## config.mk

```make
export PLATFORM = sky130hd
export DESIGN_NAME = crcin_fifo
export DESIGN_NICKNAME = d
export VERILOG_FILES = /design/src/rtl/crcin_pkg.sv /design/src/rtl/crcin_mode_dec.sv /design/src/rtl/crcin_store.sv /design/src/rtl/crcin_wr_ctrl.sv /design/src/rtl/crcin_fifo.sv
export SDC_FILE = /design/constraint.sdc
export NUM_CORES = 1
export LEC_CHECK = 0
export BUFFER_PORTS_ARGS = -buffer_cell sky130_fd_sc_hd__buf_2
export CAP_MARGIN = 20
export CELL_PAD_IN_SITES_DETAIL_PLACEMENT = 0
export CELL_PAD_IN_SITES_GLOBAL_PLACEMENT = 1
export CORE_MARGIN = 1.5
export CORE_UTILIZATION = 45
export CTS_CLUSTER_DIAMETER = 200
export DETAILED_ROUTE_END_ITERATION = 6
export HOLD_SLACK_MARGIN = 0.08
export PLACE_DENSITY_LB_ADDON = 0.25
export SLEW_MARGIN = 40
export SYNTH_ARGS = -nofsm -noshare
export SYNTH_HDL_FRONTEND = slang
export SYNTH_HIERARCHICAL = 1
export SYNTH_SLANG_ARGS = --single-unit
```

## constraint.sdc

```tcl
create_clock -name clk -period 4 [get_ports clk]
set_clock_uncertainty 0.05 [all_clocks]
set_input_delay 0.6 -clock clk [delete_from_list [all_inputs] [get_ports clk]]
set_output_delay 0.6 -clock clk [all_outputs]
set_load 0.005 [all_outputs]
```

## src/rtl/crcin_pkg.sv

```systemverilog
package crcin_pkg;
  typedef enum logic [1:0] {
    M_BYTE = 2'd0,
    M_HALF = 2'd1,
    M_WORD = 2'd2
  } fmode_t;
endpackage

```

## src/rtl/crcin_mode_dec.sv

```systemverilog
module crcin_mode_dec
  import crcin_pkg::*;
#(
  parameter int LANE_W = 8,
  parameter int ROWS   = 8,
  localparam int PHYS_W = 2 * LANE_W,
  localparam int DATA_W = 2 * PHYS_W,
  localparam int CODE_W = $clog2(DATA_W),
  localparam int CNT_W  = $clog2(2 * ROWS + 1),
  localparam int PTR_W  = $clog2(2 * ROWS)
) (
  input  logic [CODE_W-1:0] code,
  output fmode_t            mode,
  output logic [CNT_W-1:0]  depth,
  output logic [PTR_W-1:0]  depth_m1,
  output logic [DATA_W-1:0] mask,
  output logic              hi_lane
);
  localparam logic [CODE_W-1:0] TOP_CODE = CODE_W'(DATA_W - 1);

  always_comb begin
    if (code < CODE_W'(LANE_W)) begin
      mode  = M_BYTE;
      depth = CNT_W'(2 * ROWS);
    end else if (code < CODE_W'(PHYS_W)) begin
      mode  = M_HALF;
      depth = CNT_W'(ROWS);
    end else begin
      mode  = M_WORD;
      depth = CNT_W'(ROWS / 2);
    end
    depth_m1 = PTR_W'(depth - CNT_W'(1));
    mask     = {DATA_W{1'b1}} >> (TOP_CODE - code);
    hi_lane  = (code >= CODE_W'(PHYS_W + LANE_W));
  end
endmodule

```

## src/rtl/crcin_store.sv

```systemverilog
module crcin_store #(
  parameter int LANE_W = 8,
  parameter int ROWS   = 8,
  localparam int ROW_W = $clog2(ROWS)
) (
  input  logic                  clk,
  input  logic [1:0]            we,
  input  logic [ROW_W-1:0]      wrow,
  input  logic [2*LANE_W-1:0]   wdata,
  input  logic [ROW_W-1:0]      rrow_a,
  input  logic [ROW_W-1:0]      rrow_b,
  output logic [2*LANE_W-1:0]   rdata_a,
  output logic [2*LANE_W-1:0]   rdata_b
);
  for (genvar g = 0; g < 2; g++) begin : g_lane
    logic [LANE_W-1:0] lmem [ROWS];
    always_ff @(posedge clk) begin
      if (we[g]) lmem[wrow] <= wdata[g*LANE_W +: LANE_W];
    end
    assign rdata_a[g*LANE_W +: LANE_W] = lmem[rrow_a];
    assign rdata_b[g*LANE_W +: LANE_W] = lmem[rrow_b];
  end
endmodule

```

## src/rtl/crcin_wr_ctrl.sv

```systemverilog
module crcin_wr_ctrl
  import crcin_pkg::*;
#(
  parameter int LANE_W = 8,
  parameter int ROWS   = 8,
  localparam int PHYS_W = 2 * LANE_W,
  localparam int ROW_W  = $clog2(ROWS),
  localparam int PTR_W  = $clog2(2 * ROWS)
) (
  input  logic              clk,
  input  logic              rst,
  input  fmode_t            mode,
  input  logic              hi_lane,
  input  logic              accept,
  input  logic [PTR_W-1:0]  wp,
  input  logic              wr_lo,
  input  logic              wr_hi,
  input  logic [1:0]        be,
  input  logic [PHYS_W-1:0] data,
  output logic [1:0]        st_we,
  output logic [ROW_W-1:0]  st_row,
  output logic [PHYS_W-1:0] st_data,
  output logic              commit
);
  always_comb begin
    st_we   = 2'b00;
    st_row  = '0;
    st_data = data;
    commit  = 1'b0;
    if (accept) begin
      unique case (mode)
        M_BYTE: if (wr_lo && (be != 2'b00)) begin
          st_row  = wp[PTR_W-1:1];
          st_data = be[0] ? {2{data[LANE_W-1:0]}} : {2{data[PHYS_W-1:LANE_W]}};
          st_we   = wp[0] ? 2'b10 : 2'b01;
          commit  = 1'b1;
        end
        M_HALF: if (wr_lo) begin
          st_row = wp[ROW_W-1:0];
          st_we  = be;
          commit = be[1];
        end
        default: if (wr_lo) begin
          st_row = {wp[ROW_W-2:0], 1'b0};
          st_we  = be;
        end else if (wr_hi) begin
          st_row = {wp[ROW_W-2:0], 1'b1};
          st_we  = be;
          commit = hi_lane ? be[1] : be[0];
        end
      endcase
    end
  end

  // high-register writes never reach the store outside word mode
  a_r4_hi_ignored: assert property (@(posedge clk) disable iff (rst)
    (mode != M_WORD && wr_hi && !wr_lo) |-> (st_we == 2'b00 && !commit));
  // with both strobes in word mode the low row is targeted
  a_r12_lo_first: assert property (@(posedge clk) disable iff (rst)
    (mode == M_WORD && wr_lo && wr_hi) |-> (!commit && st_row[0] == 1'b0));
endmodule

```

## src/rtl/crcin_fifo.sv

```systemverilog
module crcin_fifo
  import crcin_pkg::*;
#(
  parameter int LANE_W = 8,
  parameter int ROWS   = 8,
  localparam int PHYS_W = 2 * LANE_W,
  localparam int DATA_W = 2 * PHYS_W,
  localparam int CODE_W = $clog2(DATA_W),
  localparam int CNT_W  = $clog2(2 * ROWS + 1),
  localparam int PTR_W  = $clog2(2 * ROWS),
  localparam int ROW_W  = $clog2(ROWS)
) (
  input  logic              clk,
  input  logic              rst,
  input  logic              enable,
  input  logic [CODE_W-1:0] width_code,
  input  logic              wr_lo,
  input  logic              wr_hi,
  input  logic [1:0]        wr_be,
  input  logic [PHYS_W-1:0] wr_data,
  input  logic              pop,
  output logic [CNT_W-1:0]  level,
  output logic              full,
  output logic              empty,
  output logic [DATA_W-1:0] word_data,
  output logic [PHYS_W-1:0] dreg_rdata
);
  fmode_t             mode;
  logic [CNT_W-1:0]   depth;
  logic [PTR_W-1:0]   depth_m1;
  logic [DATA_W-1:0]  mask;
  logic               hi_lane;
  logic [PTR_W-1:0]   wp, rp;
  logic [1:0]         st_we;
  logic [ROW_W-1:0]   st_row, rrow_a, rrow_b;
  logic [PHYS_W-1:0]  st_data, rdata_a, rdata_b;
  logic               commit, do_pop;
  logic [CNT_W-1:0]   level_nx;
  logic [DATA_W-1:0]  raw;

  crcin_mode_dec #(.LANE_W(LANE_W), .ROWS(ROWS)) u_dec (
    .code(width_code), .mode(mode), .depth(depth), .depth_m1(depth_m1),
    .mask(mask), .hi_lane(hi_lane)
  );

  crcin_wr_ctrl #(.LANE_W(LANE_W), .ROWS(ROWS)) u_wr (
    .clk(clk), .rst(rst), .mode(mode), .hi_lane(hi_lane),
    .accept(enable && !full), .wp(wp), .wr_lo(wr_lo), .wr_hi(wr_hi),
    .be(wr_be), .data(wr_data), .st_we(st_we), .st_row(st_row),
    .st_data(st_data), .commit(commit)
  );

  crcin_store #(.LANE_W(LANE_W), .ROWS(ROWS)) u_store (
    .clk(clk), .we(st_we), .wrow(st_row), .wdata(st_data),
    .rrow_a(rrow_a), .rrow_b(rrow_b), .rdata_a(rdata_a), .rdata_b(rdata_b)
  );

  assign do_pop     = enable && pop && (level != '0);
  assign level_nx   = level + CNT_W'(commit) - CNT_W'(do_pop);
  assign dreg_rdata = '0;

  always_ff @(posedge clk) begin
    if (rst || !enable) begin
      level <= '0;
      wp    <= '0;
      rp    <= '0;
      full  <= 1'b0;
      empty <= 1'b1;
    end else begin
      level <= level_nx;
      if (commit) wp <= (wp + PTR_W'(1)) & depth_m1;
      if (do_pop) rp <= (rp + PTR_W'(1)) & depth_m1;
      full  <= (level_nx == depth);
      empty <= (level_nx == '0);
    end
  end

  always_comb begin
    rrow_b = {rp[ROW_W-2:0], 1'b1};
    unique case (mode)
      M_BYTE: begin
        rrow_a = rp[PTR_W-1:1];
        raw    = DATA_W'(rp[0] ? rdata_a[PHYS_W-1:LANE_W] : rdata_a[LANE_W-1:0]);
      end
      M_HALF: begin
        rrow_a = rp[ROW_W-1:0];
        raw    = DATA_W'(rdata_a);
      end
      default: begin
        rrow_a = {rp[ROW_W-2:0], 1'b0};
        raw    = {rdata_b, rdata_a};
      end
    endcase
  end
  assign word_data = raw & mask;

  // level bounded by the largest logical depth
  a_r2_no_overflow: assert property (@(posedge clk) disable iff (rst)
    level <= CNT_W'(2 * ROWS));
  // a full queue without a pop keeps its level
  a_r6_full_drop: assert property (@(posedge clk) disable iff (rst)
    (enable && full && !pop) |=> (level == $past(level)));
  // a pop from a full queue clears full
  a_r7_pop_full: assert property (@(posedge clk) disable iff (rst)
    (enable && full && pop) |=> !full);
  // commit together with a pop leaves the level alone
  a_r8_push_pop: assert property (@(posedge clk) disable iff (rst)
    (enable && commit && pop && !empty) |=> (level == $past(level)));
  // disable flushes at the next edge
  a_r9_flush: assert property (@(posedge clk) disable iff (rst)
    !enable |=> (level == '0 && empty && !full));
endmodule

```

==> impl_summary.md <==
Outcome
The flow ran to the end, and the final reports show no timing, DRC or antenna violations.

Global routing
The total overflow left after global routing is 0. The first-pass GRT wire length is 29.8 mm. The initial antenna violation count is 1. The all-layer global routing usage is 21.0%. The largest net degree at the start of global routing is 38. The via count of the first global-routing pass is 5,095.

Drt
The routed design has 19.8 mm of wire. The first routing iteration left 522 violations. The total number of vias is 5,209. The average via count per standard cell is 5.97. In the routed design, unresolved DRC markers number 0. The pre-antenna-repair detailed-routing pass consisted of 5 iterations. The routed wire length per instance is 22.7 um.

The detail route stage leaves a number of antenna-violating nets equal to 0.

Critical path
STA puts the critical path data arrival time at 3100 ps. The setup path with the least slack is of type in2out. The number of buffers and inverters on the critical path is 4. STA classifies the critical path endpoint as a primary output. The critical path required time is 3350 ps. The cell that appears most often on the critical path is sky130_fd_sc_hd__buf_2. The highest fanout seen on the critical path is 16. In this design, the stage delay of the slowest critical-path cell is 600 ps. The cell class contributing the biggest share of worst-path delay is multiplexers. Among all stages on the critical path, the largest delay is contributed by sky130_fd_sc_hd__mux4_1. STA classifies the critical path startpoint as an input pin.

Traced cell by cell, the critical path runs through buf_2 > inv_2 > nor2_1 > mux2i_1 > nor2_4 > buf_4 > mux4_1 > mux2_2 > nand2_1 > a21boi_1 > buf_2.

Final layout
The most common library cell in the layout ignoring fill and taps is sky130_fd_sc_hd__edfxtp_1. The signed area change from the synthesized netlist to the final layout is 12.7%. At the end of the flow, the number of nets in the layout was 669. The library cells used most frequently in the layout, excluding fill and tap cells, are sky130_fd_sc_hd__edfxtp_1 (128), sky130_fd_sc_hd__buf_2 (67), sky130_fd_sc_hd__mux4_1 (56). Cells with a size suffix above 1 make up 30.1% of the layout.

The diode insertion count for antenna repair is 0.

Clock network
Counting every sink on the clock net gives 143. The total clock buffers created by CTS is 17. The count of buffers added by post-CTS timing repair for setup is 0.

The number of buffers between clock root and the deepest sink is 2. The TritonCTS clock tree is done. The clock tree synthesis step divided the H-tree into 4 levels.

Clock tree synthesis selected as its root buffer the cell sky130_fd_sc_hd__clkbuf_16. Clock-pin slew was measured on the worst setup and hold paths at 70 ps. After clock tree synthesis, the flow added hold-fix buffers numbering 0.

Once the clock tree was built, the resizer swapped 0 gates to a different size. The clock latency at the later pin of the worst-skew pair is 420 ps.

Pwr
The reported leakage power is 3.45 nW. Dividing total power by cell area gives a power density of 383 nW/um2. The worst-case IR drop observed on VDD is 0.244 mV.

Die
The die covers 19,200 um2. The floorplan step defined a core boundary enclosing 18,000 um2. The x dimension of the die is 138 um. In this run the core area contains 49 standard-cell rows.

The initial standard-cell utilization of the core is 45.9%. 84 I/O pins were placed. Measured along the y axis, the die boundary spans 138 um.

Yosys
For this run, asynchronously set or reset flops after synthesis account for 0%. The synthesized area per cell is 14.6 um2. The sequential area share after synthesis is 50.2%. The number of instances in the synthesized netlist is 566. In this run, synthesis produced a sequential element count of 143. Yosys printed 6 warnings. The number of different library cells in the post-synthesis netlist is 55. After synthesis the cells add up to 8250 um2. Yosys mapped a number of flops with a built-in enable equal to 128.

The predominant post-synthesis flop cell is sky130_fd_sc_hd__edfxtp_1.

Timing
The worst path meets setup with 254 ps of slack. The count of final setup violators is 0. The final number of max-transition violations is 0. The post-layout minimum cycle time is 3750 ps. The worst-case headroom to the max-slew limit is 51.2%. Of the available clock period, the critical path in the final layout requires 93.7%. The measured slew at the worst slew-check pin is 731 ps. Setup repair after global routing left no endpoint under its margin. Derived from the worst setup path, the maximum achievable clock frequency is 0.267 GHz. The count of final hold-check violations is 0. Adding up every negative setup slack in the final design gives 0 ps.

Flow run
The max capacitance violation total is 0.

Min path
In this run the worst hold path is classified as reg2reg.

Placement
After legalization and detailed placement, the total HPWL measured 13.6 mm. The global placer's final weighted congestion is 0.865. At the placement stage, the worst setup path has a slack of 267 ps.

Port buffering added 67 buffers.
synth_stat cells, types with 9 or more instances:
master | number | share of area (%)
sky130_fd_sc_hd__mux4_1 | 56 | 18
sky130_fd_sc_hd__buf_4 | 29 | 2.6
sky130_fd_sc_hd__a21oi_1 | 19 | 1.2
sky130_fd_sc_hd__dfxtp_1 | 15 | 3.6
sky130_fd_sc_hd__nor2_1 | 35 | 1.6
sky130_fd_sc_hd__edfxtp_1 | 128 | 47
sky130_fd_sc_hd__buf_6 | 10 | 1.4
sky130_fd_sc_hd__o21ai_0 | 9 | 0.55
sky130_fd_sc_hd__clkbuf_1 | 12 | 0.55
sky130_fd_sc_hd__and3_1 | 28 | 2.1
sky130_fd_sc_hd__nand2_1 | 37 | 1.7
sky130_fd_sc_hd__mux2_2 | 47 | 6.4
sky130_fd_sc_hd__inv_1 | 16 | 0.73
through the flow:
stage	instance area [um2]	power, mW	utilization [%]	hold WS (ps)	std cells
floorplan	8320	1.99	-	390	584
global placement	8720	2.08	48.5	424	841
detailed placement	8730	2.09	48.6	438	841
CTS	9300	3.58	51.8	449	873
global route	9300	3.70	51.8	483	873
finish	9300	3.57	51.8	446	873
metal layers:
metal	up-vias	global-route usage [%]	part of all wire (%)	routed length, um
met3	31	4.05	5.7	1120
met1	2635	29.2	45	8840
li1	2342	-	-	-
met5	-	0	0.045	9
met4	2	6.93	1.9	383
met2	199	33.5	48	9430
power by group:
group          internal [mW]  switching (mW)  leakage [nW]
Clock                  0.827           0.677         0.284
Sequential              1.65          0.0112          1.27
Combinational          0.180           0.222          1.89
final cells by class:
class                   instances  area, um2
well taps                     229        287
flip-flops and latches        143       4140
inverters                      18       67.6
clock buffers                  17        425
fillers                      1514       8660
clock inverters                15        145
repair buffers                 90        520
multi-input cells             361       3710
sequential cells by signal, indices dropped and copies added, names as in the netlist:
name	flops
full	1
empty	1
level	5
rp	4
u_store/g_lane.lmem	128
wp	4
worst reg2reg max path: stages, from the launching register on:
cell	delay, ps
sky130_fd_sc_hd__dfxtp_1	340
sky130_fd_sc_hd__inv_1	90
sky130_fd_sc_hd__ha_1	140
sky130_fd_sc_hd__inv_1	50
sky130_fd_sc_hd__o41a_1	430
sky130_fd_sc_hd__and2_1	190
sky130_fd_sc_hd__ha_1	270
sky130_fd_sc_hd__inv_1	60
sky130_fd_sc_hd__ha_1	150
sky130_fd_sc_hd__inv_1	50
sky130_fd_sc_hd__fa_1	380
sky130_fd_sc_hd__nand2b_1	150
sky130_fd_sc_hd__a21oi_1	230
sky130_fd_sc_hd__xnor3_1	250
sky130_fd_sc_hd__and3_1	180
path summary, 6_finish.rpt:
path / cells after the start / slack [ps] / to / start
worst max-delay path: 11 / 250 / word_data[2] / width_code[3]
worst min-delay path: 2 / 450 / wp[3] / wp[3]
worst max register to register: 14 / 890 / full / level[3]
worst min register to register: 2 / 450 / wp[3] / wp[3]
cells by family (layout without fill, tap and decap cells):
| group | after synthesis | in the layout | synth area share [%] |
|---|---|---|---|
| adders and majority gates | 9 | 9 | 1.46 |
| muxes | 116 | 116 | 27.0 |
| buffers and inverters | 80 | 140 | 5.94 |
| AOI/OAI and AO/OA | 61 | 61 | 4.88 |
| DFF | 143 | 143 | 50.2 |
| other | 4 | 22 | 0.182 |
| and+or+nand+nor | 144 | 144 | 8.99 |
| xor gates and xnor gates | 9 | 9 | 1.29 |
Power figures use the tool's default switching activity.
